==> src/rtl/wpd_pkg.sv <==
package wpd_pkg;

    // Width of the address field that takes part in sequence matching.
    localparam int CMP_W = 15;

    localparam logic [CMP_W-1:0] KEY_ADDR_A = 15'h5555;
    localparam logic [CMP_W-1:0] KEY_ADDR_B = 15'h2AAA;

    localparam logic [7:0] KEY_AA = 8'hAA;
    localparam logic [7:0] KEY_55 = 8'h55;
    localparam logic [7:0] KEY_A0 = 8'hA0;
    localparam logic [7:0] KEY_80 = 8'h80;
    localparam logic [7:0] KEY_20 = 8'h20;

    // Matcher progress. ST_OPEN is the authorised load window.
    typedef enum logic [2:0] {
        ST_IDLE,
        ST_K1,
        ST_K2,
        ST_X1,
        ST_X2,
        ST_X3,
        ST_OPEN
    } step_e;

    typedef enum logic [1:0] {
        PD_NONE,
        PD_SET,
        PD_CLR
    } pend_e;

    typedef struct packed {
        step_e step;
        pend_e pend;
    } seq_s;

    // One flag per distinct address/data pair used by the sequences.
    typedef struct packed {
        logic k_aa;
        logic k_55;
        logic k_a0;
        logic k_80;
        logic k_20;
    } key_s;

endpackage

==> src/rtl/wpd_cmd_decode.sv <==
module wpd_cmd_decode
    import wpd_pkg::*;
#(
    parameter int ADDR_W = 17
) (
    input  logic [ADDR_W-1:0] addr,
    input  logic [7:0]        data,
    output key_s              keys
);

    logic at_a;
    logic at_b;

    assign at_a = (addr[CMP_W-1:0] == KEY_ADDR_A);
    assign at_b = (addr[CMP_W-1:0] == KEY_ADDR_B);

    assign keys.k_aa = at_a && (data == KEY_AA);
    assign keys.k_55 = at_b && (data == KEY_55);
    assign keys.k_a0 = at_a && (data == KEY_A0);
    assign keys.k_80 = at_a && (data == KEY_80);
    assign keys.k_20 = at_a && (data == KEY_20);

    // Upper address bits take no part in matching.
    generate
        if (ADDR_W > CMP_W) begin : g_upper
            logic unused_upper;
            assign unused_upper = ^addr[ADDR_W-1:CMP_W];
        end
    endgenerate

endmodule

==> src/rtl/wpd_gap_timer.sv <==
module wpd_gap_timer #(
    parameter int TIMEOUT_CYC = 18750
) (
    input  logic clk,
    input  logic clr_n,
    input  logic stb,
    input  logic run,
    output logic expire
);

    localparam int CW = (TIMEOUT_CYC > 1) ? $clog2(TIMEOUT_CYC) : 1;
    localparam logic [CW-1:0] LAST = CW'(TIMEOUT_CYC - 1);

    logic [CW-1:0] cnt_d;
    logic [CW-1:0] cnt_q;

    // Expires after TIMEOUT_CYC strobe-free edges while a sequence is live.
    assign expire = run && !stb && (cnt_q == LAST);

    always_comb begin
        cnt_d = cnt_q;
        if (stb || !run || expire) begin
            cnt_d = '0;
        end else begin
            cnt_d = cnt_q + 1'b1;
        end
    end

    always_ff @(posedge clk) begin
        if (!clr_n) begin
            cnt_q <= '0;
        end else begin
            cnt_q <= cnt_d;
        end
    end

endmodule

==> src/rtl/wp_seq_detect.sv <==
module wp_seq_detect
    import wpd_pkg::*;
#(
    parameter int ADDR_W      = 17,
    parameter int TIMEOUT_CYC = 18750
) (
    input  logic              clk,
    input  logic              rst_hard_n,
    input  logic              rst_soft_n,
    input  logic              wr_stb,
    input  logic [ADDR_W-1:0] wr_addr,
    input  logic [7:0]        wr_data,
    input  logic              prog_done,
    output logic              protect_o,
    output logic              seq_byte_o,
    output logic              load_o,
    output logic              store_o
);

    key_s  keys;
    seq_s  seq_d, seq_q;
    logic  prot_d, prot_q;
    logic  gap_expire;
    logic  hit;
    logic  fin;
    pend_e fin_pend;
    step_e nxt;
    logic  matcher_idle;
    logic  in_open;
    logic  clr_n;

    assign clr_n        = rst_hard_n && rst_soft_n;
    assign matcher_idle = (seq_q.step == ST_IDLE);
    assign in_open      = (seq_q.step == ST_OPEN);

    wpd_cmd_decode #(
        .ADDR_W (ADDR_W)
    ) dec_i (
        .addr (wr_addr),
        .data (wr_data),
        .keys (keys)
    );

    wpd_gap_timer #(
        .TIMEOUT_CYC (TIMEOUT_CYC)
    ) gap_i (
        .clk    (clk),
        .clr_n  (clr_n),
        .stb    (wr_stb),
        .run    (!matcher_idle),
        .expire (gap_expire)
    );

    // Step matching: which key the current step expects.
    always_comb begin
        hit      = 1'b0;
        fin      = 1'b0;
        fin_pend = PD_NONE;
        nxt      = ST_IDLE;
        unique case (seq_q.step)
            ST_IDLE: if (keys.k_aa) begin hit = 1'b1; nxt = ST_K1; end
            ST_K1:   if (keys.k_55) begin hit = 1'b1; nxt = ST_K2; end
            ST_K2: begin
                if (keys.k_a0) begin
                    hit      = 1'b1;
                    fin      = 1'b1;
                    fin_pend = PD_SET;
                    nxt      = ST_OPEN;
                end else if (keys.k_80) begin
                    hit = 1'b1;
                    nxt = ST_X1;
                end
            end
            ST_X1:   if (keys.k_aa) begin hit = 1'b1; nxt = ST_X2; end
            ST_X2:   if (keys.k_55) begin hit = 1'b1; nxt = ST_X3; end
            ST_X3: begin
                if (keys.k_20) begin
                    hit      = 1'b1;
                    fin      = 1'b1;
                    fin_pend = PD_CLR;
                    nxt      = ST_OPEN;
                end
            end
            default: nxt = ST_OPEN;
        endcase
    end

    // Next-state computation.
    always_comb begin
        seq_d  = seq_q;
        prot_d = prot_q;

        if (wr_stb) begin
            seq_d.step = nxt;
        end else if (gap_expire) begin
            seq_d.step = ST_IDLE;
        end

        if (prog_done) begin
            unique case (seq_q.pend)
                PD_SET:  prot_d = 1'b1;
                PD_CLR:  prot_d = 1'b0;
                default: prot_d = prot_q;
            endcase
        end

        if (wr_stb && fin) begin
            seq_d.pend = fin_pend;
        end else if (prog_done) begin
            seq_d.pend = PD_NONE;
        end
    end

    always_ff @(posedge clk) begin
        if (!clr_n) begin
            seq_q <= '{step: ST_IDLE, pend: PD_NONE};
        end else begin
            seq_q <= seq_d;
        end
    end

    // Protect state survives the soft reset.
    always_ff @(posedge clk) begin
        if (!rst_hard_n) begin
            prot_q <= 1'b0;
        end else begin
            prot_q <= prot_d;
        end
    end

    assign protect_o  = prot_q;
    assign seq_byte_o = wr_stb && hit;
    assign load_o     = wr_stb && (!hit || fin);
    assign store_o    = wr_stb && !hit && (!prot_q || in_open);

endmodule

==> config.mk <==
export PLATFORM = sky130hd
export DESIGN_NAME = wp_seq_detect
export DESIGN_NICKNAME = d
export VERILOG_FILES = /design/src/rtl/wpd_pkg.sv /design/src/rtl/wpd_cmd_decode.sv /design/src/rtl/wpd_gap_timer.sv /design/src/rtl/wp_seq_detect.sv
export SDC_FILE = /design/constraint.sdc
export NUM_CORES = 1
export LEC_CHECK = 0
export ABC_AREA = 1
export BUFFER_PORTS_ARGS = -buffer_cell sky130_fd_sc_hd__buf_4
export CAP_MARGIN = 20
export CORE_AREA = 10 10 64 66
export DETAILED_ROUTE_END_ITERATION = 16
export DIE_AREA = 0 0 74 76
export PLACE_DENSITY = 0.86
export SYNTH_ARGS = -nofsm -noshare
export SYNTH_HDL_FRONTEND = slang
export SYNTH_HIERARCHICAL = 1
export SYNTH_SLANG_ARGS = --single-unit
==> constraint.sdc <==
create_clock -name clk -period 3.6 [get_ports clk]
set_input_delay 0.54 -clock clk [delete_from_list [all_inputs] [get_ports clk]]
set_output_delay 0.54 -clock clk [all_outputs]
set_load 0.01 [all_outputs]
==> metrics.txt, run 1 <==
dpl hpwl=2636 µm; worst slew pin tran=0.3380 ns; GRT Total Usage=11.90%; fmax=0.4083 GHz; RSZ-0062 raised after global routing=false; Routed wire per std cell=9.940 µm; Buf+Inv Stages, Crit Path=5; maximum vdd ir drop=0.2823 mV; setup slack, reg-to-reg=2.11 ns; most common cell after layout, fill and taps aside=nand2_1; htree depth=1; via-per-instance ratio=4.862; crit-path max FO=4; shortest period the worst path allows=2.449 ns; worst min path class=in -> reg; adder-cell area share of the yosys netlist=2.435%; DRT iter0 DRCs=81; largest net degree at the start of global routing=14; ys async rst share=0%; combinational family with the most area after synthesis=simple AND/OR/NAND/NOR gates; Max-Cap Viols=0; Final Hold Viols=0; Finished Cell Area=1829 µm²; final WL=3310 µm; crit-path max cell delay=0.22 ns; Primary FF master, synth=dfxtp_1; Avg Cell Area, Syn=5.773 µm²; flops & latches, synth=21; Yosys warning count=6; placed inst area=1799 µm²; Root Buffer=clkbuf_4; worst path cell trace=buf_4, inv_1, nand2_1, nor2_2, nand2_1, nor2_1, inv_1, nand2_1, nand3_1, inv_1, nor2_1, nand3b_1, nand2_1, buf_4; Slew HR=77.41%; Worst-Skew Late Latency=0.32 ns; initial antenna violation count=0; Clk pin slew, worst setup/hold paths=0.12 ns; Total Nets Final=334; antenna cells=0; Syn-to-layout area delta=18.67%; CTS tree=built; Residual DRC=0; post-synthesis simple-gate area fraction=49.27%; full die area=5624 µm²; CORE AREA=2928 µm²; Crit path required time=3.06 ns; most used cell, CP=nand2_1; worst reg2reg path startpoint=gap_i/cnt_q[1]; post-CTS sizing=0; Slew Limit Fails=0; HP Start=rst_hard_n; Static Leakage=0.0008720 µW; # port buffers=31; Cell variety after synth=26; critical path capture point type=primary output; critical path class=in -> out; ANT nets after route=0; mux cell area share after synthesis=0%; Via Count=1619; xor/xnor share of the synthesized area=3.977%; Die Height=76 µm; Setup Skew=0.002281 ns; number of enable flip-flop cells after synthesis=0; Final Wtd Congestion=0.7956; crit path launch type=primary input; vias in the first global route=1445; GRT Residual Overflow=0; fillcell total=294; site row count=20; crit path launch=wr_data[0]; cell count after synthesis=267; Mapped Area=1541 µm²; Syn Nets=300; CTS sink count=21; fin crit share=68.03%; number of buffers created by CTS=3; crit path DAT=1.91 ns; post-CTS setup buffer count=0; CP max-delay cell=nor2_1; initial core utilization=52.65%; first-pass GRT wire length=5720 µm; first-pass iteration count of the detailed router=4; share of layout cells above drive strength 1=16.33%; status=finished clean; most frequent cells in the layout=nand2_1, nor2_1, inv_1; Compound-Gate Fraction of Synth Area=4.058%; Crit path max-delay family=simple AND/OR/NAND/NOR gates; Die Wd=74 µm; Setup TNS=0 ns; Hold-fix buffers, CTS=0; Clock Path Buffers=2; Ports=34; sequential area share after synthesis=27.27%; final setup fails=0; Cell Pwr Density=218.5 nW/µm²
worst register-to-register path, stage by stage (launching register included):
cell	delay (ns)
dfxtp_1	0.37
inv_1	0.05
ha_1	0.17
nand2_1	0.07
nor2_1	0.05
nand2_2	0.08
nor2_1	0.05
and3_1	0.14
nor2_1	0.17
nand2_1	0.07
nand2_1	0.07
inv_1	0.04
a21oi_1	0.12
registers in the layout (all words and copies together) (netlist names):
signal and count:
seq_q 5, protect_o 1, gap_i/cnt_q 15
logic make-up (layout without fill, tap and decap cells):
family	after synthesis	in the layout
AO/OA/AOI/OAI	8	8
flip-flops	21	21
buffers and inverters	51	84
AND/OR/NAND/NOR	177	177
adder cells (fa/ha/maj)	3	3
XOR/XNOR	7	7
path summary, 6_finish.rpt:
path / end / cells after the start
worst max register to register: seq_q[4] / 12
worst max-delay path: load_o / 14
worst min register to register: gap_i/cnt_q[0] / 1
worst min-delay path: protect_o / 2
report_power, final:
part	internal, µW	switching [µW]	leakage [µW]
sequential	232	0.000000918	0.000169
combinational	26.2	20.6	0.000689
clock	42.5	78.0	0.0000139
per-stage QoR:
| step | hold WS (ns) | instances | util, % | setup WS [ns] | total power [µW] |
|---|---|---|---|---|---|
| after floorplan | 0.4333 | 267 | - | 1.547 | 255.2 |
| after global placement | 0.4464 | 329 | 61.45 | 1.175 | 283.7 |
| after detailed placement | 0.4754 | 329 | 61.45 | 1.151 | 284.6 |
| after CTS | 0.4191 | 333 | 62.48 | 1.135 | 404.9 |
| after global routing | 0.4233 | 333 | 62.48 | 0.9221 | 419.7 |
| final | 0.4287 | 333 | 62.48 | 1.151 | 399.7 |
layer usage:
layer,vias to the layer above,routed length [µm],global-route usage [%]
met5,-,0,0
li1,880,-,-
met2,52,1503,18.77
met3,4,278,4.427
met1,683,1498,14.49
met4,0,29,3.358
Yosys cell counts, types with 3 or more instances:
library cell,instances,area (µm²)
nand2_1,67,251.5
nor2_1,62,232.7
inv_1,47,176.4
nand3_1,23,115.1
dfxtp_1,21,420.4
nand4_1,6,37.54
nor2_2,6,37.54
nor3_1,5,25.02
xor2_1,4,35.03
ha_1,3,37.54
xnor2_1,3,26.28
layout make-up:
cell class | count | area, µm² | area share (%)
inverters | 49 | 183.9 | 10.05
clock inverters | 1 | 7.507 | 0.4104
clock buffers | 3 | 22.52 | 1.231
multi-input cells | 195 | 920.9 | 50.34
well taps | 33 | 41.29 | 2.257
repair buffers | 31 | 232.7 | 12.72
flip-flops and latches | 21 | 420.4 | 22.98
No activity file was read; power rests on OpenSTA's default activity.
==> run 2, diff against run 1 <==
- ABC_AREA: 1 -> 0
- CORE_AREA: 10 10 64 66 -> 10 10 67 69
- DIE_AREA: 0 0 74 76 -> 0 0 77 79
- PLACE_DENSITY: 0.86 -> 0.79
- clock period: 3.6 -> 2 ns (I/O delays scaled with it)
==> run 2 against run 1 <==
The run now ends with negative setup slack left; sequential power is 81% higher; power is 80% higher; via count is 17% lower; combinational power is 120% higher; clock-buffer cell count stayed put; cell area is 9.0% higher; first-iteration DRC count is 12% lower; final cell count is 25% lower; largest power group unchanged.
==> metrics.txt, run 2 <==
status=finished with violations; violated checks=negative setup slack; most frequent cell after synthesis=dfxtp_1; Syn Nets=189; Post-Place Setup Slack=-0.2964 ns; Clock Path Buffers=2; adder-cell area share of the yosys netlist=2.582%; Ports=34; Cell variety after synth=50; Syn-to-layout area delta=37.18%; largest net degree at the start of global routing=16; Yosys warning count=6; GRT Total Usage=10.67%; Post-synth top cells=dfxtp_1, nor2_1, nand2_1, nor3_1; Root Buffer=clkbuf_4; CORE AREA=3232 µm²; Residual DRC=0; worst path cell trace=buf_4, nor3b_1, nand2_2, buf_6, nor4b_4, and4b_4, a2111oi_4, o31a_1, buf_6; initial antenna violation count=0; Slew HR=79.66%; R2R cell count=6; Final Wtd Congestion=0.8290; crit-path max cell delay=0.29 ns; GRT Residual Overflow=0; Worst-Skew Late Latency=0.30 ns; sequential area share after synthesis=28.92%; Final Hold Viols=0; via-per-instance ratio=5.404; CTS tree=built; Total Nets Final=238; post-synth top area share=28.92%; Setup Skew=0.01126 ns; most used cell, CP=buf_6; cell count after synthesis=156; main area contributors after synthesis=dfxtp_1, xnor2_1, nor2_1; share of layout cells above drive strength 1=40.20%; flops & latches, synth=21; number of enable flip-flop cells after synthesis=0; Primary FF master, synth=dfxtp_1; setup slack, reg-to-reg=0.25 ns; site row count=21; Design Power=721.3 µW; Clk pin slew, worst setup/hold paths=0.10 ns; Min Hold Slack=0.2314 ns; initial core utilization=44.99%; fin crit share=110.8%; CTS sink count=21; fmax=0.4514 GHz; final setup fails=3; critical path capture point type=primary output; first-pass iteration count of the detailed router=4; Via Count=1351; Setup WS post-layout=-0.2155 ns; RSZ-0062 raised after global routing=true; crit path launch type=primary input; number of buffers created by CTS=3; WHS Path Cells=2; combinational family with the most area after synthesis=simple AND/OR/NAND/NOR gates; ANT nets after route=0; Die Height=79 µm; maximum vdd ir drop=0.2148 mV; Mapped Area=1454 µm²; most flop-heavy register=gap_i/cnt_q; Compound-Gate Fraction of Synth Area=9.036%; Finished Cell Area=1994 µm²; vias in the first global route=1317; DRT iter0 DRCs=71; crit-path max FO=3; number of flip-flops in the largest register=15; critical path class=in -> out; most frequent cells in the layout=buf_4, dfxtp_1, nor2_1; antenna cells=0; xor/xnor share of the synthesized area=7.831%; Slew Limit Fails=0; Cell Pwr Density=361.6 nW/µm²; worst min path class=in -> reg; htree depth=1; CP max-delay cell=nor3b_1; Max-Cap Viols=0; area leader, netlist=dfxtp_1; mux cell area share after synthesis=1.463%; first-pass GRT wire length=5623 µm; shortest period the worst path allows=2.216 ns; most common cell after layout, fill and taps aside=buf_4; dpl hpwl=2572 µm; Avg Cell Area, Syn=9.320 µm²; worst slew pin tran=0.3044 ns; Crit path required time=1.70 ns; crit path DAT=1.92 ns; final WL=3395 µm; Die Wd=77 µm; placed inst area=1829 µm²; ys async rst share=0%; Routed wire per std cell=13.58 µm; full die area=6083 µm²; # port buffers=31; post-synthesis simple-gate area fraction=45.27%; Static Leakage=0.0008660 µW
-- run 2: layout make-up --
type | count | area, µm²
clock buffers | 3 | 22.52
clock inverters | 1 | 5.005
fillers | 267 | 1237
inverters | 8 | 30.03
multi-input cells | 123 | 1056
flip-flops and latches | 21 | 421.7
well taps | 46 | 57.56
repair buffers | 48 | 401.6
-- run 2: cell families (layout without fill, tap and decap cells) --
group / Yosys count / in the layout
AOI/OAI and AO/OA: 16 / 16
xor gates and xnor gates: 13 / 13
adders and majority gates: 3 / 3
buffers and inverters: 12 / 60
DFF: 21 / 21
muxes: 2 / 2
and+or+nand+nor: 89 / 89
-- run 2: critical path, delay by kind of cell --
family / cells / cell delay (ns)
AOI/OAI and AO/OA: 2 / 0.31
and+or+nand+nor: 4 / 0.92
buffers and inverters: 3 / 0.38
-- run 2: what timing repair did --
item,CTS,global route
hold buffers,0,0
setup buffers,4,1
cloned,0,0
setup endpoints to repair,3,3
pin swaps,14,5
gates resized for setup,16,7
-- run 2: metrics by stage --
stage	setup TNS, ns	std cells	utilization, %
2_1_floorplan	0	156	-
3_3_place_gp	-0.6268	241	56.60
3_5_place_dp	-0.6824	241	56.60
4_1_cts	-0.4315	249	60.59
5_1_grt	-0.8079	250	61.71
6_report	-0.4309	250	61.71
-- run 2: per-layer routing --
metal / share of wire [%] / vias up / wire (µm) / global-route usage, %
met3: 4.2 / 2 / 142 / 3.266
met5: 0 / - / 0 / 0
met2: 53 / 27 / 1814 / 19.65
met1: 41 / 648 / 1408 / 11.49
li1: - / 674 / - / -
met4: 0.88 / 0 / 30 / 3.285
-- run 2: final timing paths --
kind / startpoint / end
worst max-delay path: wr_addr[13] / load_o
worst min-delay path: rst_hard_n / protect_o
worst max register to register: gap_i/cnt_q[3] / seq_q[4]
worst min register to register: seq_q[0] / seq_q[0]
-- run 2: where the power goes --
part | switching, µW | internal (µW) | total (µW)
registers | 0.973 | 419 | 420
logic | 39.5 | 65.6 | 105
clock network | 122 | 74.5 | 196
